--- src/rtl/sysctl_pkg.sv ---
// Package: shared word offsets, reset constants and the unlock key for the
// system control register file. Assumes a word-addressed bus.
package sysctl_pkg;
    localparam int ADDR_W = 6;
    localparam int DATA_W = 32;
    localparam int KEY_W  = 16;

    localparam logic [KEY_W-1:0]  UNLOCK_KEY  = 16'hA05F;
    localparam logic [DATA_W-1:0] ID_VAL      = 32'h411A3001;
    localparam logic [DATA_W-1:0] STAT_VAL    = 32'h00100000;
    localparam logic [DATA_W-1:0] OSC_RST     = 32'h01000048;
    localparam logic [DATA_W-1:0] AUX_RST     = 32'h0007FEFF;
    localparam logic [DATA_W-1:0] INIT_RST    = 32'h00000112;

    localparam logic [ADDR_W-1:0] W_ID       = 6'd0;
    localparam logic [ADDR_W-1:0] W_OSC      = 6'd2;
    localparam logic [ADDR_W-1:0] W_CTRL     = 6'd3;
    localparam logic [ADDR_W-1:0] W_STAT     = 6'd4;
    localparam logic [ADDR_W-1:0] W_LOCK     = 6'd5;
    localparam logic [ADDR_W-1:0] W_AUX      = 6'd7;
    localparam logic [ADDR_W-1:0] W_INIT     = 6'd9;
    localparam logic [ADDR_W-1:0] W_REFCNT   = 6'd10;
    localparam logic [ADDR_W-1:0] W_FLG_SET  = 6'd12;
    localparam logic [ADDR_W-1:0] W_FLG_CLR  = 6'd13;
    localparam logic [ADDR_W-1:0] W_NVF_SET  = 6'd14;
    localparam logic [ADDR_W-1:0] W_NVF_CLR  = 6'd15;
    localparam logic [ADDR_W-1:0] W_INT_MASK = 6'd16;
    localparam logic [ADDR_W-1:0] W_INT_RAW  = 6'd17;
    localparam logic [ADDR_W-1:0] W_EN_SET   = 6'd18;
    localparam logic [ADDR_W-1:0] W_EN_CLR   = 6'd19;
    localparam logic [ADDR_W-1:0] W_SW_SET   = 6'd20;
    localparam logic [ADDR_W-1:0] W_SW_CLR   = 6'd21;

    // Control word bit positions
    localparam int CTL_LED   = 0;
    localparam int CTL_REMAP = 2;
    localparam int CTL_RESET = 3;
endpackage

--- src/rtl/sysctl_keyed_osc.sv ---
// Keyed oscillator pair: a lock register plus two setting registers that
// accept writes only while the lock holds the unlock key.
// Assumes one-hot write enables decoded by the parent and DATA_W > KEY_W.
module sysctl_keyed_osc #(
    parameter int DATA_W = 32,
    parameter int KEY_W  = 16,
    parameter logic [KEY_W-1:0]  KEY     = 16'hA05F,
    parameter logic [DATA_W-1:0] OSC_INI = '0,
    parameter logic [DATA_W-1:0] AUX_INI = '0
) (
    input  logic              clk,
    input  logic              rst_n,
    input  logic              wr_lock,
    input  logic              wr_osc,
    input  logic              wr_aux,
    input  logic [DATA_W-1:0] wdata,
    output logic [DATA_W-1:0] lock_rd,
    output logic [DATA_W-1:0] osc_q,
    output logic [DATA_W-1:0] aux_q
);
    localparam int PAD_W = DATA_W - KEY_W - 1;

    logic [KEY_W-1:0] lock_q;
    logic             open_w;

    // Key comparison, shared by the write gate and the read view
    assign open_w = (lock_q == KEY);

    // Lock register keeps the low key-width bits of each write
    always_ff @(posedge clk) begin
        if (!rst_n)       lock_q <= '0;
        else if (wr_lock) lock_q <= wdata[KEY_W-1:0];
    end

    // Oscillator settings update only while unlocked
    always_ff @(posedge clk) begin
        if (!rst_n) begin
            osc_q <= OSC_INI;
            aux_q <= AUX_INI;
        end else begin
            if (wr_osc && open_w) osc_q <= wdata;
            if (wr_aux && open_w) aux_q <= wdata;
        end
    end

    // Read view: flag bit above the key marks the unlocked state
    assign lock_rd = {{PAD_W{1'b0}}, open_w, lock_q};

    p_locked_osc_hold_r2: assert property (@(posedge clk) disable iff (!rst_n)
        $past(rst_n && wr_osc && (lock_q != KEY)) |-> osc_q == $past(osc_q));
    p_locked_aux_hold_r2: assert property (@(posedge clk) disable iff (!rst_n)
        $past(rst_n && wr_aux && (lock_q != KEY)) |-> aux_q == $past(aux_q));
    p_lock_low_bits_r2: assert property (@(posedge clk) disable iff (!rst_n)
        $past(rst_n && wr_lock) |-> lock_q == $past(wdata[KEY_W-1:0]));
endmodule

--- src/rtl/sysctl_ctrl.sv ---
// Control word: holds the LED and remap bits and turns the reset bit of a
// write into a registered one-cycle request. Assumes a decoded write enable.
module sysctl_ctrl #(
    parameter int DATA_W  = 32,
    parameter int LED_B   = 0,
    parameter int REMAP_B = 2,
    parameter int RST_B   = 3
) (
    input  logic              clk,
    input  logic              rst_n,
    input  logic              wr_ctrl,
    input  logic [DATA_W-1:0] wdata,
    output logic [DATA_W-1:0] ctrl_rd,
    output logic              led_on,
    output logic              remap_ram,
    output logic              rst_req
);
    // Stored bits: only LED and remap are kept from a write
    always_ff @(posedge clk) begin
        if (!rst_n) begin
            led_on    <= 1'b0;
            remap_ram <= 1'b0;
        end else if (wr_ctrl) begin
            led_on    <= wdata[LED_B];
            remap_ram <= wdata[REMAP_B];
        end
    end

    // Reset request pulse, registered from the write strobe
    always_ff @(posedge clk) begin
        if (!rst_n) rst_req <= 1'b0;
        else        rst_req <= wr_ctrl && wdata[RST_B];
    end

    // Read view: reset bit never appears
    always_comb begin
        ctrl_rd          = '0;
        ctrl_rd[LED_B]   = led_on;
        ctrl_rd[REMAP_B] = remap_ram;
    end

    p_rst_from_write_r4: assert property (@(posedge clk) disable iff (!rst_n)
        rst_req |-> $past(wr_ctrl && wdata[RST_B]));
    p_rst_follows_r4: assert property (@(posedge clk) disable iff (!rst_n)
        $past(rst_n && wr_ctrl && wdata[RST_B]) |-> rst_req);
    p_ctrl_hold_r5: assert property (@(posedge clk) disable iff (!rst_n)
        $past(rst_n && !wr_ctrl) |-> ($stable(led_on) && $stable(remap_ram)));
endmodule

--- src/rtl/sysctl_setclr.sv ---
// Generic set/clear register: a set write ORs data in, a clear write removes
// the data's one bits. Assumes set and clear are never asserted together.
module sysctl_setclr #(
    parameter int W = 32
) (
    input  logic         clk,
    input  logic         rst_n,
    input  logic         set_we,
    input  logic         clr_we,
    input  logic [W-1:0] wdata,
    output logic [W-1:0] q
);
    // Bitwise set and clear update
    always_ff @(posedge clk) begin
        if (!rst_n)      q <= '0;
        else if (set_we) q <= q | wdata;
        else if (clr_we) q <= q & ~wdata;
    end

    p_set_bits_r6: assert property (@(posedge clk) disable iff (!rst_n)
        $past(rst_n && set_we) |-> (q & $past(wdata)) == $past(wdata));
    p_clr_bits_r6: assert property (@(posedge clk) disable iff (!rst_n)
        $past(rst_n && clr_we && !set_we) |-> (q & $past(wdata)) == '0);
endmodule

--- src/rtl/sysctl_refcnt.sv ---
// Reference counter: counts clock-enable ticks from zero at reset and wraps
// at its width. Assumes the tick is synchronous to clk.
module sysctl_refcnt #(
    parameter int W = 32
) (
    input  logic         clk,
    input  logic         rst_n,
    input  logic         tick,
    output logic [W-1:0] cnt
);
    // Advance once per tick
    always_ff @(posedge clk) begin
        if (!rst_n)    cnt <= '0;
        else if (tick) cnt <= cnt + 1'b1;
    end

    p_cnt_step_r7: assert property (@(posedge clk) disable iff (!rst_n)
        $past(rst_n && tick) |-> cnt == $past(cnt) + 1'b1);
    p_cnt_idle_r7: assert property (@(posedge clk) disable iff (!rst_n)
        $past(rst_n && !tick) |-> $stable(cnt));
endmodule

--- src/rtl/sysctl_regfile.sv ---
// System control register file top: decodes word writes, instantiates the
// keyed oscillators, control word, set/clear banks, interrupt group and
// reference counter, and muxes reads. Assumes reads are combinational from
// bus_addr and at most one write per cycle.
module sysctl_regfile
    import sysctl_pkg::*;
#(
    parameter int AW = ADDR_W,
    parameter int DW = DATA_W
) (
    input  logic          clk,
    input  logic          rst_n,
    input  logic          ref_tick,
    input  logic [AW-1:0] bus_addr,
    input  logic          bus_wr,
    input  logic [DW-1:0] bus_wdata,
    output logic [DW-1:0] bus_rdata,
    output logic          led_on,
    output logic          remap_ram,
    output logic          sys_rst_req
);
    localparam int NBANK = 2;

    logic [DW-1:0] lock_rd, osc_q, aux_q, ctrl_rd, init_q, cnt_q, en_q;
    logic [DW-1:0] bank_q [NBANK];
    logic          sw_lvl;
    logic          sw_set, sw_clr;

    // Per-bank set and clear addresses: bank 0 flags, bank 1 non-volatile
    function automatic logic [AW-1:0] bank_set_addr(input int b);
        return (b == 0) ? W_FLG_SET : W_NVF_SET;
    endfunction
    function automatic logic [AW-1:0] bank_clr_addr(input int b);
        return (b == 0) ? W_FLG_CLR : W_NVF_CLR;
    endfunction

    // Write hit for a given word
    function automatic logic hit(input logic [AW-1:0] a);
        return bus_wr && (bus_addr == a);
    endfunction

    sysctl_keyed_osc #(
        .DATA_W(DW), .KEY_W(KEY_W), .KEY(UNLOCK_KEY),
        .OSC_INI(OSC_RST), .AUX_INI(AUX_RST)
    ) osc_i (
        .clk(clk), .rst_n(rst_n),
        .wr_lock(hit(W_LOCK)), .wr_osc(hit(W_OSC)), .wr_aux(hit(W_AUX)),
        .wdata(bus_wdata),
        .lock_rd(lock_rd), .osc_q(osc_q), .aux_q(aux_q)
    );

    sysctl_ctrl #(
        .DATA_W(DW), .LED_B(CTL_LED), .REMAP_B(CTL_REMAP), .RST_B(CTL_RESET)
    ) ctrl_i (
        .clk(clk), .rst_n(rst_n),
        .wr_ctrl(hit(W_CTRL)), .wdata(bus_wdata),
        .ctrl_rd(ctrl_rd), .led_on(led_on), .remap_ram(remap_ram),
        .rst_req(sys_rst_req)
    );

    // Flag banks share one set/clear structure
    for (genvar b = 0; b < NBANK; b++) begin : g_bank
        sysctl_setclr #(.W(DW)) bank_i (
            .clk(clk), .rst_n(rst_n),
            .set_we(hit(bank_set_addr(b))), .clr_we(hit(bank_clr_addr(b))),
            .wdata(bus_wdata), .q(bank_q[b])
        );
    end

    // Interrupt enable mask reuses the set/clear structure
    sysctl_setclr #(.W(DW)) en_i (
        .clk(clk), .rst_n(rst_n),
        .set_we(hit(W_EN_SET)), .clr_we(hit(W_EN_CLR)),
        .wdata(bus_wdata), .q(en_q)
    );

    // Software level: acts only when data bit 0 is one
    assign sw_set = hit(W_SW_SET) && bus_wdata[0];
    assign sw_clr = hit(W_SW_CLR) && bus_wdata[0];

    sysctl_setclr #(.W(1)) sw_i (
        .clk(clk), .rst_n(rst_n),
        .set_we(sw_set), .clr_we(sw_clr),
        .wdata(1'b1), .q(sw_lvl)
    );

    sysctl_refcnt #(.W(DW)) cnt_i (
        .clk(clk), .rst_n(rst_n), .tick(ref_tick), .cnt(cnt_q)
    );

    // Plain init register
    always_ff @(posedge clk) begin
        if (!rst_n)            init_q <= INIT_RST;
        else if (hit(W_INIT))  init_q <= bus_wdata;
    end

    // Read multiplexer; unmapped and voltage words fall to zero
    always_comb begin
        unique case (bus_addr)
            W_ID:       bus_rdata = ID_VAL;
            W_OSC:      bus_rdata = osc_q;
            W_CTRL:     bus_rdata = ctrl_rd;
            W_STAT:     bus_rdata = STAT_VAL;
            W_LOCK:     bus_rdata = lock_rd;
            W_AUX:      bus_rdata = aux_q;
            W_INIT:     bus_rdata = init_q;
            W_REFCNT:   bus_rdata = cnt_q;
            W_FLG_SET:  bus_rdata = bank_q[0];
            W_NVF_SET:  bus_rdata = bank_q[1];
            W_INT_MASK: bus_rdata = {{(DW-1){1'b0}}, sw_lvl & en_q[0]};
            W_INT_RAW:  bus_rdata = {{(DW-1){1'b0}}, sw_lvl};
            W_EN_SET:   bus_rdata = en_q;
            W_SW_SET:   bus_rdata = {{(DW-1){1'b0}}, sw_lvl};
            default:    bus_rdata = '0;
        endcase
    end

    p_sw_set_r9: assert property (@(posedge clk) disable iff (!rst_n)
        $past(rst_n && sw_set) |-> sw_lvl);
    p_sw_clr_r9: assert property (@(posedge clk) disable iff (!rst_n)
        $past(rst_n && sw_clr) |-> !sw_lvl);
    p_init_write_r11: assert property (@(posedge clk) disable iff (!rst_n)
        $past(rst_n && bus_wr && bus_addr == W_INIT) |-> init_q == $past(bus_wdata));
endmodule

--- config.mk ---
export PLATFORM = sky130hd
export DESIGN_NAME = sysctl_regfile
export DESIGN_NICKNAME = d
export VERILOG_FILES = /design/src/rtl/sysctl_pkg.sv /design/src/rtl/sysctl_keyed_osc.sv /design/src/rtl/sysctl_ctrl.sv /design/src/rtl/sysctl_setclr.sv /design/src/rtl/sysctl_refcnt.sv /design/src/rtl/sysctl_regfile.sv
export SDC_FILE = /design/constraint.sdc
export NUM_CORES = 1
export LEC_CHECK = 0
export BUFFER_PORTS_ARGS = -buffer_cell sky130_fd_sc_hd__buf_4
export CORE_MARGIN = 2
export CORE_UTILIZATION = 49
export DETAILED_ROUTE_END_ITERATION = 10
export PLACE_DENSITY = 0.72
export SETUP_SLACK_MARGIN = 0.5
export SYNTH_ARGS = -nofsm -noshare
export SYNTH_HDL_FRONTEND = slang
export SYNTH_SLANG_ARGS = --single-unit
--- constraint.sdc ---
create_clock -name clk -period 2.39 [get_ports clk]
set_input_delay 0.3585 -clock clk [delete_from_list [all_inputs] [get_ports clk]]
set_output_delay 0.3585 -clock clk [all_outputs]
set_load 0.005 [all_outputs]
==> impl_metrics.env, run 1 <==
export IMPL_cpMostUsedCell="buf_6"
export IMPL_synthCells=1306
export IMPL_avgSynthCellArea_um2=8.27
export IMPL_cts_root_buf="clkbuf_16"
export IMPL_portBuffers=76
export IMPL_worst_hold_path_num_cells=2
export IMPL_antenna_found_initial=0
export IMPL_boundaryPins=77
export IMPL_hold_viol=0
export IMPL_die_w_um=153
export IMPL_critPathRequiredTime_ps=2030
export IMPL_synth_area_leaders="dfxtp_1 45%, a21oi_1 7.4%, nand2_1 6.9%, mux2i_1 4.9%, a222oi_1 4.7%"
export IMPL_crit_chain="buf_6, or4b_4, buf_8, nor2_4, buf_6, buf_12, buf_16, a222oi_1, nand3_1, buf_4"
export IMPL_syn_nets=1349
export IMPL_placed_area_um2=11900
export IMPL_synth_flop_cell="dfxtp_1"
export IMPL_initial_core_util_pct=49.7
export IMPL_path_class="in -> out"
export IMPL_via_per_inst=6.58
export IMPL_ys_seq_area_share_pct=45.2
export IMPL_regToRegSetupSlack_ps=360
export IMPL_stdcell_count=1704
export IMPL_ys_ff_latch=244
export IMPL_synth_cell_types=55
export IMPL_place_ws_ps=50.9
export IMPL_cp_end_kind="output pin"
export IMPL_core_um2=21800
export IMPL_cts_buffers=27
export IMPL_areaGrowthSynthToFinish_pct=30.1
export IMPL_layout_drive_gt1_share_pct=24.0
export IMPL_fin_area_um2=14100
export IMPL_status="finished clean"
export IMPL_cellPowerDensity_nw_per_um2=632
export IMPL_timing_hold_ws_ps=75.5
export IMPL_gp_congestion=0.897
export IMPL_yosys_area_top_type="dfxtp_1"
export IMPL_critPathBufInv=6
export IMPL_async_flop_share_pct=0
export IMPL_hold_start="bus_wdata[31]"
export IMPL_grt_start_max_net_pins=80
export IMPL_yosysTopAreaCellShare_pct=45.2
export IMPL_worst_path_stages=10
export IMPL_peakVddDrop_v=0.000477
export IMPL_die_height_um=153
export IMPL_r2r_end="cnt_i.cnt[16]"
export IMPL_drt_initial_drc_count=1453
export IMPL_vias=11200
export IMPL_drt_wl_total_um=39600
export IMPL_drc_errors=0
export IMPL_hp_class="in -> reg"
export IMPL_crit_fanout=8
export IMPL_dp_hpwl_um=21700
export IMPL_avgRoutedWirePerCell_um=23.2
export IMPL_tritoncts="yes"
export IMPL_final_nets=1448
export IMPL_path_delay_family="buffers and inverters"
export IMPL_min_period_ps=2340
export IMPL_cts_htree_levels=1
export IMPL_tns_ps=0
export IMPL_grt_usage_pct=31.0
export IMPL_die_area_um2=23300
export IMPL_total_power_mw=8.88
export IMPL_max_slew_margin_rel_pct=60.4
export IMPL_regToRegStartpoint="cnt_i.cnt[9]"
export IMPL_setup_ws_ps=54.9
export IMPL_crit_arrival_ps=1980
export IMPL_cp_startpoint="bus_addr[5]"
export IMPL_clk_pin_slew_ps=60
export IMPL_grt_pass1_wl_um=58600
export IMPL_setup_worst_path_start_class="input pin"
export IMPL_synth_edf_count=0
export IMPL_diodes=0
export IMPL_slowest_delay_ps=530
export IMPL_grt_pass1_vias=10400
export IMPL_maxCapViolCount=0
export IMPL_overflow=0
export IMPL_max_freq_ghz=0.428
export IMPL_drv_slew=0
export IMPL_r2r_cells=7
export IMPL_drtAntennaViolNets=0
export IMPL_clk_latency_ps=540
export IMPL_syn_area_um2=10800
export IMPL_fin_crit_sh_pct=97.7
export IMPL_tightest_slew_ps=594
export IMPL_max_clock_path_buffers=3
export IMPL_rsz0062_at_grt="yes"
export IMPL_post_place_cells=1599
export IMPL_clock_skew_ps=15.6
export IMPL_fp_row_count=54
export IMPL_yosys_warnings=0
export IMPL_p_leak_nw=5.34
export IMPL_cp_slowest_cell="or4b_4"
export IMPL_setup_viol=0
export IMPL_final_util_pct=64.6
export IMPL_clkSinkCount=244
export IMPL_first_pass_iters=6
## cells in the mapped netlist (3+ instances only)
| master | number |
|---|---|
| dfxtp_1 | 244 |
| nand2_1 | 200 |
| a21oi_1 | 159 |
| clkbuf_1 | 96 |
| o21ai_0 | 87 |
| inv_1 | 59 |
| mux2i_1 | 53 |
| a222oi_1 | 51 |
| nand4_1 | 46 |
| nand3_1 | 44 |
| nor2_1 | 41 |
| a22oi_1 | 26 |
| buf_2 | 25 |
| a311oi_1 | 24 |
| o211ai_1 | 19 |
| nor3_1 | 12 |
| o21ai_1 | 10 |
| nand2b_1 | 9 |
| or3_1 | 9 |
| or4_1 | 9 |
| o311ai_0 | 6 |
| o31ai_1 | 6 |
| o41ai_1 | 6 |
| xnor2_1 | 6 |
| buf_1 | 5 |
| a221oi_1 | 4 |
| and2_1 | 4 |
| and3_1 | 4 |
| a2111oi_0 | 3 |
| and4_1 | 3 |
| nor3b_1 | 3 |
| nor4b_1 | 3 |
| xor2_1 | 3 |
## metal layers
metal	up-vias	wire length [µm]	track usage (%)
met1	5336	15900	42.5
met3	157	4210	5.35
met2	742	17600	48.8
li1	4979	-	-
met4	0	1990	13.0
met5	-	0	0
## layout by cell type, fill, tap and decap left out, types with 35 or more instances in the layout
cell type,instances
nand3_1,41
o21ai_0,85
nand4_1,46
inv_1,57
dfxtp_1,217
a222oi_1,51
nand2_1,199
buf_4,141
a21oi_1,155
nor2_1,35
mux2i_1,53
## timing repair
item | CTS | global route
hold buffers | 0 | 0
resized for setup | 63 | 89
endpoints found under the setup margin | 101 | 110
hold endpoints to repair | 0 | 0
gates cloned | 8 | 4
pin swaps | 48 | 36
setup buffers | 15 | 30
## how the worst max path moves through the flow
stage                     slack, ps               to
after floorplan                 330  osc_i.osc_q[10]
after global placement           60    bus_rdata[13]
after detailed placement         50    bus_rdata[10]
after CTS                       110    bus_rdata[22]
after global routing             20    bus_rdata[22]
final                            50    bus_rdata[22]
## logic make-up (layout without fill, tap and decap cells)
| group | after synthesis | count (layout) | synth area share, % |
|---|---|---|---|
| xor+xnor | 9 | 9 | 0.730 |
| simple gates | 406 | 409 | 18.2 |
| compound gates | 404 | 404 | 23.8 |
| buf+inv | 189 | 304 | 7.01 |
| flops | 244 | 244 | 45.2 |
| mux | 53 | 53 | 4.91 |
| fa+ha+maj | 1 | 1 | 0.116 |
## report_power, final
group	internal (mW)	leakage, nW	total [mW]	switching [mW]
Sequential	4.07	1.98	4.08	0.0144
Combinational	0.158	2.90	0.458	0.300
Clock	2.59	0.454	4.34	1.75
## cell type report
class,count,area [µm²]
fill,1719,7700
multi-input combinational,876,5640
sequential,244,4950
timing repair buffer,196,1980
clock buffer,33,728
tap,280,350
inverter,60,230
clock inverter,15,181
Note: power is estimated with default switching activity, not from simulation.
==> run 2, diff against run 1 <==
--- a/config.mk
+++ b/config.mk
@@ -7,9 +7,9 @@
 export LEC_CHECK = 0
 export BUFFER_PORTS_ARGS = -buffer_cell sky130_fd_sc_hd__buf_4
 export CORE_MARGIN = 2
-export CORE_UTILIZATION = 49
+export CORE_UTILIZATION = 45
 export DETAILED_ROUTE_END_ITERATION = 10
-export PLACE_DENSITY = 0.72
+export PLACE_DENSITY = 0.67
 export SETUP_SLACK_MARGIN = 0.5
 export SYNTH_ARGS = -nofsm -noshare
 export SYNTH_HDL_FRONTEND = slang
==> run 2 against run 1 <==
- the flow now finishes with violations (setup timing)
- wire length grew 7.9%
- setup slack worse by 62 ps
- non-clock buffer count rose by 30
- sequential power hardly changed
- clock power about the same
- first-iteration DRC count rose by 18%
- largest cell class unchanged
==> impl_metrics.env, run 2 (synthesis results as in run 1) <==
export IMPL_crit_arrival_ps=2040
export IMPL_min_period_ps=2400
export IMPL_path_class="in -> out"
export IMPL_clk_latency_ps=550
export IMPL_fillers=1937
export IMPL_drt_wl_total_um=42700
export IMPL_post_place_cells=1648
export IMPL_grt_pass1_wl_um=60200
export IMPL_hp_class="in -> reg"
export IMPL_place_ws_ps=-27.6
export IMPL_initial_core_util_pct=45.9
export IMPL_clkSinkCount=244
export IMPL_multiInputGateArea_um2=5900
export IMPL_cts_root_buf="clkbuf_16"
export IMPL_regToRegStartpoint="cnt_i.cnt[6]"
export IMPL_status="finished with violations"
export IMPL_fin_crit_sh_pct=100
export IMPL_final_cell_mix="215 x dfxtp_1, 196 x nand2_1, 157 x buf_4"
export IMPL_setup_ws_ps=-7.56
export IMPL_avgRoutedWirePerCell_um=24.1
export IMPL_clk_pin_slew_ps=60
export IMPL_portBuffers=76
export IMPL_layout_drive_gt1_share_pct=28.6
export IMPL_areaGrowthSynthToFinish_pct=37.3
export IMPL_max_slew_margin_rel_pct=60.9
export IMPL_cellPowerDensity_nw_per_um2=601
export IMPL_maxCapViolCount=0
export IMPL_drt_initial_drc_count=1710
export IMPL_max_freq_ghz=0.417
export IMPL_cts_hold_buf=0
export IMPL_cp_end_kind="output pin"
export IMPL_cp_startpoint="bus_addr[0]"
export IMPL_boundaryPins=77
export IMPL_violations="setup timing"
export IMPL_hold_start="bus_wdata[25]"
export IMPL_p_leak_nw=5.70
export IMPL_clock_skew_ps=12.7
export IMPL_die_height_um=159
export IMPL_die_area_um2=25300
export IMPL_crit_fanout=6
export IMPL_core_um2=23500
export IMPL_die_w_um=159
export IMPL_cts_buffers=26
export IMPL_peakVddDrop_v=0.000502
export IMPL_stdcell_count=1772
export IMPL_tightest_slew_ps=585
export IMPL_grt_pass1_vias=10300
export IMPL_overflow=0
export IMPL_cts_htree_levels=1
export IMPL_first_pass_iters=9
export IMPL_setup_worst_path_start_class="input pin"
export IMPL_drc_errors=0
export IMPL_drtAntennaViolNets=0
export IMPL_dp_hpwl_um=22400
export IMPL_critPathRequiredTime_ps=2030
export IMPL_layout_commonest_cell="dfxtp_1"
export IMPL_grt_usage_pct=30.0
export IMPL_setup_viol=1
export IMPL_vias=11400
export IMPL_max_clock_path_buffers=3
export IMPL_fp_row_count=56
export IMPL_via_per_inst=6.45
export IMPL_drv_slew=0
export IMPL_grt_start_max_net_pins=62
export IMPL_hold_viol=0
export IMPL_diodes=0
export IMPL_gp_congestion=0.876
export IMPL_antenna_found_initial=0
export IMPL_rsz0062_at_grt="yes"
export IMPL_tritoncts="yes"
export IMPL_seq_area_um2=4960
export IMPL_final_nets=1477
run 2: final cells by class:
cell class / count / area share (%)
Tap cell: 319 / 2.69
Clock buffer: 34 / 5.07
Multi-Input combinational cell: 876 / 39.8
Inverter: 60 / 1.55
Clock inverter: 13 / 1.11
Timing Repair Buffer: 226 / 16.3
Sequential cell: 244 / 33.5
run 2: metal layers:
layer / global-route usage [%] / vias up / share of wire, %
met5: 0 / - / 0
met4: 9.38 / 0 / 4.0
met3: 5.57 / 145 / 11
met2: 48.5 / 753 / 46
met1: 41.0 / 5483 / 39
li1: - / 5050 / -
run 2: final timing paths:
check | endpoint | slack [ps] | cells after the start
worst max-delay path | bus_rdata[12] | -8 | 9
worst max register to register | cnt_i.cnt[18] | 390 | 7
worst min-delay path | register | 60 | 2
worst min register to register | init_q[17] | 460 | 2
run 2: what timing repair did:
item / CTS / global route
pin swaps: 60 / 51
cloned: 11 / 9
resized for setup: 106 / 115
setup endpoints to repair: 100 / 98
buffers inserted: 38 / 19
run 2: stage by stage:
stage | hold slack (ps) | cell area, µm² | power (mW) | utilization, % | setup TNS (ps)
final | 63.5 | 14800 | 8.91 | 63.0 | -7.56
after global routing | 73.2 | 14800 | 9.11 | 63.0 | 0
after CTS | 58.8 | 14000 | 8.88 | 59.3 | 0
after floorplan | 434 | 10900 | 4.39 | - | 0
after detailed placement | 448 | 12100 | 4.59 | 51.3 | -27.6
after global placement | 441 | 12100 | 4.59 | 51.3 | -76.4
run 2: worst max-delay path, cell delays in order:
cell and delay (ps):
buf_8 100, buf_6 120, or4_4 580, nor2_4 190, buf_6 160, buf_12 140
a22oi_2 80, nand4_1 150, buf_4 140
run 2: power breakdown:
group	internal (mW)	switching [mW]	leakage [nW]
sequential	4.07	0.0151	1.99
combinational	0.169	0.313	3.26
clock	2.63	1.71	0.463
total	6.87	2.04	5.70
